### src/rtl/aud_dma_pkg.sv
package aud_dma_pkg;
  localparam int NCH     = 2;
  localparam int CH_CAP  = 0;
  localparam int CH_PLAY = 1;

  // control/status bit positions
  localparam int B_PEND   = 23;
  localparam int B_PINT   = 22;
  localparam int B_CINT   = 21;
  localparam int B_EINT   = 20;
  localparam int B_GIE    = 19;
  localparam int B_PIE    = 18;
  localparam int B_CIE    = 17;
  localparam int B_EIE    = 16;
  localparam int B_PMINT  = 15;
  localparam int B_PEMPTY = 14;
  localparam int B_PDIRTY = 13;
  localparam int B_PMIE   = 12;
  localparam int B_CDROP  = 11;
  localparam int B_CDIRTY = 10;
  localparam int B_CMINT  = 9;
  localparam int B_CMIE   = 8;
  localparam int B_PPAUSE = 7;
  localparam int B_CPAUSE = 6;
  localparam int B_PDN    = 5;
  localparam int B_PGO    = 3;
  localparam int B_CGO    = 2;
  localparam int B_SRST   = 0;

  // register window layout
  localparam int OFS_CSR     = 0;
  localparam int OFS_CH_BASE = 16;
  localparam int OFS_CH_SPAN = 16;
  localparam int NSLOT       = 4;
  localparam int SL_CUR_A    = 0;
  localparam int SL_CUR_C    = 1;
  localparam int SL_NXT_A    = 2;
  localparam int SL_NXT_C    = 3;

  typedef struct packed {
    logic chain;
    logic stop;
  } ch_evt_t;
endpackage

### src/rtl/aud_dma_chan.sv
module aud_dma_chan
  import aud_dma_pkg::*;
#(
  parameter int DW   = 32,
  parameter int STEP = 4
) (
  input  logic             clk,
  input  logic             rst_n,
  input  logic             clr,
  input  logic             run,
  input  logic             ack,
  input  logic [NSLOT-1:0] wr_sel,
  input  logic [DW-1:0]    wdata,
  output logic             req,
  output logic [DW-1:0]    cur_addr_o,
  output logic [DW-1:0]    cur_cnt_o,
  output logic [DW-1:0]    nxt_addr_o,
  output logic [DW-1:0]    nxt_cnt_o,
  output logic             dirty_o,
  output ch_evt_t          evt_o
);
  localparam logic [DW-1:0] STEP_V = DW'(STEP);

  logic [DW-1:0] ca_q, ca_d, cc_q, cc_d, na_q, na_d, nc_q, nc_d;
  logic          dt_q, dt_d;
  logic          xfer, last, upd;

  assign req  = run && (cc_q != '0);
  assign xfer = req && ack;
  assign last = xfer && (cc_q <= STEP_V);
  assign upd  = clr | xfer | (|wr_sel);

  always_comb begin
    ca_d  = ca_q;
    cc_d  = cc_q;
    na_d  = na_q;
    nc_d  = nc_q;
    dt_d  = dt_q;
    evt_o = '0;
    if (xfer) begin
      if (last && dt_q) begin
        ca_d        = na_q;
        cc_d        = nc_q;
        dt_d        = 1'b0;
        evt_o.chain = 1'b1;
      end else if (last) begin
        ca_d       = ca_q + STEP_V;
        cc_d       = '0;
        evt_o.stop = 1'b1;
      end else begin
        ca_d = ca_q + STEP_V;
        cc_d = cc_q - STEP_V;
      end
    end
    // software writes take precedence over the transfer update
    if (wr_sel[SL_CUR_A]) ca_d = wdata;
    if (wr_sel[SL_CUR_C]) cc_d = wdata;
    if (wr_sel[SL_NXT_C]) nc_d = wdata;
    if (wr_sel[SL_NXT_A]) begin
      na_d = wdata;
      dt_d = 1'b1;
    end
    if (clr) begin
      ca_d  = '0;
      cc_d  = '0;
      na_d  = '0;
      nc_d  = '0;
      dt_d  = 1'b0;
      evt_o = '0;
    end
  end

  always_ff @(posedge clk or negedge rst_n) begin
    if (!rst_n) begin
      ca_q <= '0;
      cc_q <= '0;
      na_q <= '0;
      nc_q <= '0;
      dt_q <= 1'b0;
    end else if (upd) begin
      ca_q <= ca_d;
      cc_q <= cc_d;
      na_q <= na_d;
      nc_q <= nc_d;
      dt_q <= dt_d;
    end
  end

  assign cur_addr_o = ca_q;
  assign cur_cnt_o  = cc_q;
  assign nxt_addr_o = na_q;
  assign nxt_cnt_o  = nc_q;
  assign dirty_o    = dt_q;
endmodule

### src/rtl/aud_dma_irq.sv
module aud_dma_irq #(
  parameter int N = 5
) (
  input  logic [N-1:0] flags,
  input  logic [N-1:0] en,
  input  logic         gie,
  output logic         pend
);
  assign pend = gie && (|(flags & en));
endmodule

### src/rtl/aud_dma_csr.sv
module aud_dma_csr
  import aud_dma_pkg::*;
#(
  parameter int DW = 32
) (
  input  logic           clk,
  input  logic           rst_n,
  input  logic           wr,
  input  logic [DW-1:0]  wdata,
  input  ch_evt_t        cap_evt,
  input  ch_evt_t        play_evt,
  input  logic           cap_drop,
  input  logic           play_underrun,
  input  logic           play_cnt_wr,
  input  logic           cap_dirty,
  input  logic           play_dirty,
  output logic [DW-1:0]  rdata,
  output logic [NCH-1:0] go,
  output logic [NCH-1:0] pause,
  output logic           pdn,
  output logic           srst,
  output logic           irq
);
  localparam int NFL = 5;

  // flag / enable order: {play buf, cap buf, error, play empty, cap empty}
  logic [NFL-1:0] fl_q, fl_d, en_q, en_d, w_fl, w_en, set_fl;
  logic [NCH-1:0] go_q, go_d, pa_q, pa_d;
  logic           gie_q, gie_d, pe_q, pe_d, cd_q, cd_d, pdn_q, pdn_d, sr_q, sr_d;
  logic           pend, upd;
  logic           unused_bits;

  assign w_fl   = {wdata[B_PINT], wdata[B_CINT], wdata[B_EINT], wdata[B_PMINT], wdata[B_CMINT]};
  assign w_en   = {wdata[B_PIE], wdata[B_CIE], wdata[B_EIE], wdata[B_PMIE], wdata[B_CMIE]};
  assign set_fl = {play_evt.chain, cap_evt.chain, cap_drop | play_underrun,
                   play_evt.stop, cap_evt.stop};
  assign unused_bits = ^{wdata[DW-1:24], wdata[B_PEND], wdata[B_PEMPTY], wdata[B_PDIRTY],
                         wdata[B_CDROP], wdata[B_CDIRTY], wdata[4], wdata[1]};

  assign upd = sr_q | wr | (|set_fl) | play_cnt_wr;

  always_comb begin
    fl_d  = (fl_q & ~({NFL{wr}} & w_fl)) | set_fl;
    en_d  = en_q;
    gie_d = gie_q;
    go_d  = go_q;
    pa_d  = pa_q;
    pdn_d = pdn_q;
    pe_d  = (pe_q & ~play_cnt_wr) | play_evt.stop;
    cd_d  = cd_q | cap_drop;
    sr_d  = wr & wdata[B_SRST];
    if (wr) begin
      en_d  = w_en;
      gie_d = wdata[B_GIE];
      go_d  = {wdata[B_PGO], wdata[B_CGO]};
      pa_d  = {wdata[B_PPAUSE], wdata[B_CPAUSE]};
      pdn_d = wdata[B_PDN];
    end
    if (sr_q) begin
      fl_d  = '0;
      en_d  = '0;
      gie_d = 1'b0;
      go_d  = '0;
      pa_d  = '0;
      pdn_d = 1'b0;
      pe_d  = 1'b0;
      cd_d  = 1'b0;
      sr_d  = 1'b0;
    end
  end

  always_ff @(posedge clk or negedge rst_n) begin
    if (!rst_n) begin
      fl_q  <= '0;
      en_q  <= '0;
      gie_q <= 1'b0;
      go_q  <= '0;
      pa_q  <= '0;
      pdn_q <= 1'b0;
      pe_q  <= 1'b0;
      cd_q  <= 1'b0;
      sr_q  <= 1'b0;
    end else if (upd) begin
      fl_q  <= fl_d;
      en_q  <= en_d;
      gie_q <= gie_d;
      go_q  <= go_d;
      pa_q  <= pa_d;
      pdn_q <= pdn_d;
      pe_q  <= pe_d;
      cd_q  <= cd_d;
      sr_q  <= sr_d;
    end
  end

  aud_dma_irq #(.N(NFL)) u_irq (
    .flags (fl_q),
    .en    (en_q),
    .gie   (gie_q),
    .pend  (pend)
  );

  always_comb begin
    rdata           = '0;
    rdata[B_PEND]   = pend;
    rdata[B_PINT]   = fl_q[4];
    rdata[B_CINT]   = fl_q[3];
    rdata[B_EINT]   = fl_q[2];
    rdata[B_PMINT]  = fl_q[1];
    rdata[B_CMINT]  = fl_q[0];
    rdata[B_PIE]    = en_q[4];
    rdata[B_CIE]    = en_q[3];
    rdata[B_EIE]    = en_q[2];
    rdata[B_PMIE]   = en_q[1];
    rdata[B_CMIE]   = en_q[0];
    rdata[B_GIE]    = gie_q;
    rdata[B_PEMPTY] = pe_q;
    rdata[B_PDIRTY] = play_dirty;
    rdata[B_CDROP]  = cd_q;
    rdata[B_CDIRTY] = cap_dirty;
    rdata[B_PPAUSE] = pa_q[CH_PLAY];
    rdata[B_CPAUSE] = pa_q[CH_CAP];
    rdata[B_PDN]    = pdn_q;
    rdata[B_PGO]    = go_q[CH_PLAY];
    rdata[B_CGO]    = go_q[CH_CAP];
    rdata[B_SRST]   = sr_q;
  end

  assign go    = go_q;
  assign pause = pa_q;
  assign pdn   = pdn_q;
  assign srst  = sr_q;
  assign irq   = pend;
endmodule

### src/rtl/aud_dma_seq.sv
module aud_dma_seq
  import aud_dma_pkg::*;
#(
  parameter int DW   = 32,
  parameter int RAW  = 6,
  parameter int STEP = 4
) (
  input  logic           clk,
  input  logic           rst_n,
  input  logic           reg_wr,
  input  logic [RAW-1:0] reg_addr,
  input  logic [DW-1:0]  reg_wdata,
  output logic [DW-1:0]  reg_rdata,
  output logic           cap_req,
  output logic [DW-1:0]  cap_addr,
  input  logic           cap_ack,
  input  logic           cap_drop,
  output logic           play_req,
  output logic [DW-1:0]  play_addr,
  input  logic           play_ack,
  input  logic           play_underrun,
  output logic           codec_pdn,
  output logic           irq
);
  logic [1:0]     rst_sync;
  logic           rst_ns;
  logic [DW-1:0]  csr_rd;
  logic [NCH-1:0] go_v, pause_v, req_v, ack_v, dirty_v;
  logic [DW-1:0]  ch_ca [NCH];
  logic [DW-1:0]  ch_cc [NCH];
  logic [DW-1:0]  ch_na [NCH];
  logic [DW-1:0]  ch_nc [NCH];
  ch_evt_t        evt_v [NCH];
  logic           srst, wr_csr, play_cnt_wr;

  // asynchronous assertion, synchronous release
  always_ff @(posedge clk or negedge rst_n) begin
    if (!rst_n) rst_sync <= '0;
    else        rst_sync <= {rst_sync[0], 1'b1};
  end
  assign rst_ns = rst_sync[1];

  assign ack_v       = {play_ack, cap_ack};
  assign wr_csr      = reg_wr && (reg_addr == RAW'(OFS_CSR));
  assign play_cnt_wr = reg_wr &&
    (reg_addr == RAW'(OFS_CH_BASE + CH_PLAY*OFS_CH_SPAN + SL_CUR_C*4));

  for (genvar g = 0; g < NCH; g++) begin : g_ch
    logic [NSLOT-1:0] sel;
    for (genvar s = 0; s < NSLOT; s++) begin : g_sl
      assign sel[s] = reg_wr && (reg_addr == RAW'(OFS_CH_BASE + g*OFS_CH_SPAN + s*4));
    end
    aud_dma_chan #(.DW(DW), .STEP(STEP)) u_chan (
      .clk        (clk),
      .rst_n      (rst_ns),
      .clr        (srst),
      .run        (go_v[g] && !pause_v[g]),
      .ack        (ack_v[g]),
      .wr_sel     (sel),
      .wdata      (reg_wdata),
      .req        (req_v[g]),
      .cur_addr_o (ch_ca[g]),
      .cur_cnt_o  (ch_cc[g]),
      .nxt_addr_o (ch_na[g]),
      .nxt_cnt_o  (ch_nc[g]),
      .dirty_o    (dirty_v[g]),
      .evt_o      (evt_v[g])
    );
  end

  aud_dma_csr #(.DW(DW)) u_csr (
    .clk           (clk),
    .rst_n         (rst_ns),
    .wr            (wr_csr),
    .wdata         (reg_wdata),
    .cap_evt       (evt_v[CH_CAP]),
    .play_evt      (evt_v[CH_PLAY]),
    .cap_drop      (cap_drop),
    .play_underrun (play_underrun),
    .play_cnt_wr   (play_cnt_wr),
    .cap_dirty     (dirty_v[CH_CAP]),
    .play_dirty    (dirty_v[CH_PLAY]),
    .rdata         (csr_rd),
    .go            (go_v),
    .pause         (pause_v),
    .pdn           (codec_pdn),
    .srst          (srst),
    .irq           (irq)
  );

  always_comb begin
    reg_rdata = '0;
    if (reg_addr == RAW'(OFS_CSR)) reg_rdata = csr_rd;
    for (int g = 0; g < NCH; g++) begin
      if (reg_addr == RAW'(OFS_CH_BASE + g*OFS_CH_SPAN + SL_CUR_A*4)) reg_rdata = ch_ca[g];
      if (reg_addr == RAW'(OFS_CH_BASE + g*OFS_CH_SPAN + SL_CUR_C*4)) reg_rdata = ch_cc[g];
      if (reg_addr == RAW'(OFS_CH_BASE + g*OFS_CH_SPAN + SL_NXT_A*4)) reg_rdata = ch_na[g];
      if (reg_addr == RAW'(OFS_CH_BASE + g*OFS_CH_SPAN + SL_NXT_C*4)) reg_rdata = ch_nc[g];
    end
  end

  assign cap_req   = req_v[CH_CAP];
  assign cap_addr  = ch_ca[CH_CAP];
  assign play_req  = req_v[CH_PLAY];
  assign play_addr = ch_ca[CH_PLAY];
endmodule

### config.mk
export PLATFORM = sky130hd
export DESIGN_NAME = aud_dma_seq
export DESIGN_NICKNAME = d
export VERILOG_FILES = /design/src/rtl/aud_dma_pkg.sv /design/src/rtl/aud_dma_chan.sv /design/src/rtl/aud_dma_irq.sv /design/src/rtl/aud_dma_csr.sv /design/src/rtl/aud_dma_seq.sv
export SDC_FILE = /design/constraint.sdc
export NUM_CORES = 1
export LEC_CHECK = 0
export BUFFER_PORTS_ARGS = -buffer_cell sky130_fd_sc_hd__buf_2
export CORE_MARGIN = 2
export CORE_UTILIZATION = 40
export DETAILED_ROUTE_END_ITERATION = 16
export GPL_TIMING_DRIVEN = 0
export PLACE_DENSITY_LB_ADDON = 0.3
export SYNTH_ARGS = -nofsm -noshare
export SYNTH_HDL_FRONTEND = slang
export SYNTH_HIERARCHICAL = 1
export SYNTH_SLANG_ARGS = --single-unit
### constraint.sdc
create_clock -name clk -period 23.4 [get_ports clk]
set_input_delay 5.85 -clock clk [delete_from_list [all_inputs] [get_ports clk]]
set_output_delay 5.85 -clock clk [all_outputs]
set_load 0.02 [all_outputs]
==> impl_results.md <==
* Clk sinks at 279
* Most used cell along the critical path: buf_2
* Core Footprint at 45480 sq um
* Yosys top cell area share at 37.81%
* Sequential element share of the synthesized area at around 38%
* Slowest stage cell, crit path: nor4_1
* Synth Register Bits at 279
* Critical Path AT at roughly 9.3 ns
* Worst-Skew Late Latency at 0.58 ns
* Initial antenna violation count at 4
* RSZ-0062 raised after global routing: no
* # fillers at between 4000 and 5000
* Peak VDD IR at 0.00006514 V
* Worst path cell trace: buf_2, buf_2, nand2b_1, nor4_1, clkbuf_1, buf_1, a22oi_1, o31ai_1, buf_2
* Final min period at around 15 ns
* Htree depth at 2
* Status: finished, violations left
* Setup Skew at 0.01640 ns
* First-pass GRT wire length at 142400 um
* Num CTS Buffers at 37
* Fraction of layout cells with a size suffix above 1 at between 10% and 20%
* GPL Wtd Cong at 1.072
* FMAX at 65.96 MHz
* Asr flop ratio synth at 100.0%
* Area contributors post-synth: dfrtp_1 (38%), mux2i_1 (8.0%), nor2_1 (5.5%)
* Die width at roughly 220 um
* PostCTS Resize Cnt at 0
* Final nets at 2417
* Synth cell types at 95
* Via Count at 20980
* Final period utilization at 64.79%
* Primary FF master, synth: dfrtp_1
* Avg WL per Cell at 33.80 um
* Cell Pwr Density at roughly 82 nW/um^2
* Final Hold Viols at 0
* Worst-case clock buffer depth at 3
* Clock Root Buffer: clkbuf_16
* Area Overhead vs Synth at 15.63%
* Row count at 78
* Setup TNS at 0 ns
* Mapped Avg Cell Area at 8.505 sq um
* Max-slew violations at 0
* Reg clk slew, reported paths at 0.06 ns
* Maximum number of pins on one net before global-route repair at 68
* Reg area at 6985 sq um
* Commonest cells in the netlist: dfrtp_1 (279), nor2_1 (272), a21oi_1 (174)
* Number of flops mapped to enable cells by yosys at 0
* Setup Viol. Count Final at 0
* Setup Buffers After CTS at 0
* Slew HR at 1.835%
* Grt ovf at 0
* Mapped Area at 18470 sq um
* Dpl hpwl at 75970 um
* Via density per instance at 7.010
* WL final at a little over 100000 um
* Die H at 218.9 um
* Multi-input gate area at 10440 sq um
* Starting density of the core at 40.60%
* P_leak at 8.969 nW
* Startpoint class of the critical path: input pin
* Most common cell in the netlist: dfrtp_1
* CP endpoint kind: primary output
* Crit-path max FO at 10
* Ports at 145
* Crit path largest cell delay at 0.88 ns
* Area leader, netlist: dfrtp_1
* Vias in the first global route at 19470
* Worst slew pin tran at approximately 1.5 ns
* Gr usage total at 41.72%
* CTS tree: done
* Initial DRC count at 3617
* Die area at 47900 sq um
* Antenna viol nets, final at 0
* Hold-fix buffers at CTS at 0
* Violated checks: max-capacitance violations
* Mapped Cells at 2171
* Pre-CTS setup slack at 8.552 ns
* Synth warn at 6
* DRC at 0
* Final setup margin at 8.238 ns
* Pwr Total at between 1.5 and 2 mW
* Max cap viols at 1
* First-pass DRT Iterations at 6
* Worst EP required at 17.55 ns
* CP Class: input pin to primary output
* HP Class: flip-flop to asynchronous set/reset pin
* Port Buf Inserts at 143
## routing by layer
metal / track usage [%] / share of wire (%)
met3: 10.82 / 14
met4: 25.47 / 7.2
met2: 55.94 / 39
met1: 59.31 / 40
met5: 1.146 / 0.087
## worst max-delay path, delay by kind of cell
family,cells,cell delay (ns)
buffers and inverters,5,1.96
AND/OR/NAND/NOR,2,1.09
AO/OA/AOI/OAI,2,0.39
## through the flow
step                hold WS, ns  util (%)  cell area, sq um  cells
floorplan                0.3312         -             18500   2180
global placement         0.3414     43.90             19970   2923
finish                   0.3163     46.95             21350   2992
CTS                      0.3509     46.92             21340   2991
detailed placement       0.3411     44.15             20080   2927
global route             0.3765     46.94             21350   2991
## report_power, final
part	internal (mW)	switching, mW
sequential	0.562	0.160
clock	0.372	0.246
combinational	0.154	0.251
## sequential cells by signal, indices dropped and copies added (netlist names)
signal                  count
u_csr/en_q                  5
g_ch.u_chan/nxt_cnt_o      64
g_ch.u_chan/nxt_addr_o     64
g_ch.u_chan/dirty_o         2
u_csr/gie_q                 1
g_ch.u_chan/cur_addr_o     64
u_csr/pdn                   1
u_csr/pe_q                  1
g_ch.u_chan/cur_cnt_o      64
u_csr/go                    2
u_csr/pause                 2
rst_sync                    2
u_csr/fl_q                  5
u_csr/srst                  1
u_csr/cd_q                  1
## layout by cell type (no fill, tap or decap), drive strengths merged, types with 9 or more instances in the layout
cell type  synthesis  routed
and3              30      30
o22ai             25      25
a21o               9       9
a221o             13      13
a211o             16      16
nor2             274     274
or3               22      22
a31oi             16      16
a311oi            17      17
a22oi             36      36
a22o               9       9
nand4             32      32
buf               86     233
a221oi            51      51
xor2              23      23
nand3             63      63
dfrtp            279     279
a211oi            34      34
nor4              36      36
o31ai             31      31
and4              13      13
nor3              48      48
o211ai            22      22
xnor2             10      10
nand2b            15      15
o31a              22      22
inv               45      47
a2bb2oi           19      19
o21ai            155     155
nand2            155     155
conb               2      11
or4               11      11
clkinv             0      10
and2              16      16
a21oi            174     174
mux2i            148     148
clkbuf           107     153
a32o               9       9
## final timing paths
check / startpoint / endpoint / slack [ns] / cells past startpoint
max: reg_addr[5] / reg_rdata[29] / 8.24 / 9
min: rst_sync[1] / u_csr/pause[0] / 0.32 / 0
max reg2reg: g_ch[1].u_chan/cur_cnt_o[2] / u_csr/fl_q[1] / 19.53 / 10
min reg2reg: rst_sync[1] / u_csr/pause[0] / 0.32 / 0
max in group asynchronous: rst_n / rst_sync[1] / 18.24 / 1
min in group clk: rst_sync[0] / rst_sync[1] / 0.37 / 0
## cell type report
type | count | area share (%)
Buffer | 193 | 4.301
Tap cell | 600 | 3.516
Inverter | 45 | 0.7911
Clock inverter | 18 | 1.178
Antenna cell | 1 | 0.01172
Timing Repair Buffer | 147 | 3.868
Clock buffer | 46 | 4.729
Sequential cell | 279 | 32.72
Multi-Input combinational cell | 1663 | 48.89
## cell families after synthesis
family / after synthesis / share of synthesized area [%]
and+or+nand+nor: 750 / 19.87
AOI/OAI and AO/OA: 713 / 26.27
DFF: 279 / 37.81
buffers and inverters: 238 / 5.888
muxes: 150 / 8.145
xor gates and xnor gates: 33 / 1.565
adders and majority gates: 6 / 0.4065
other: 2 / 0.04067
No activity file was read; power rests on OpenSTA's default activity.
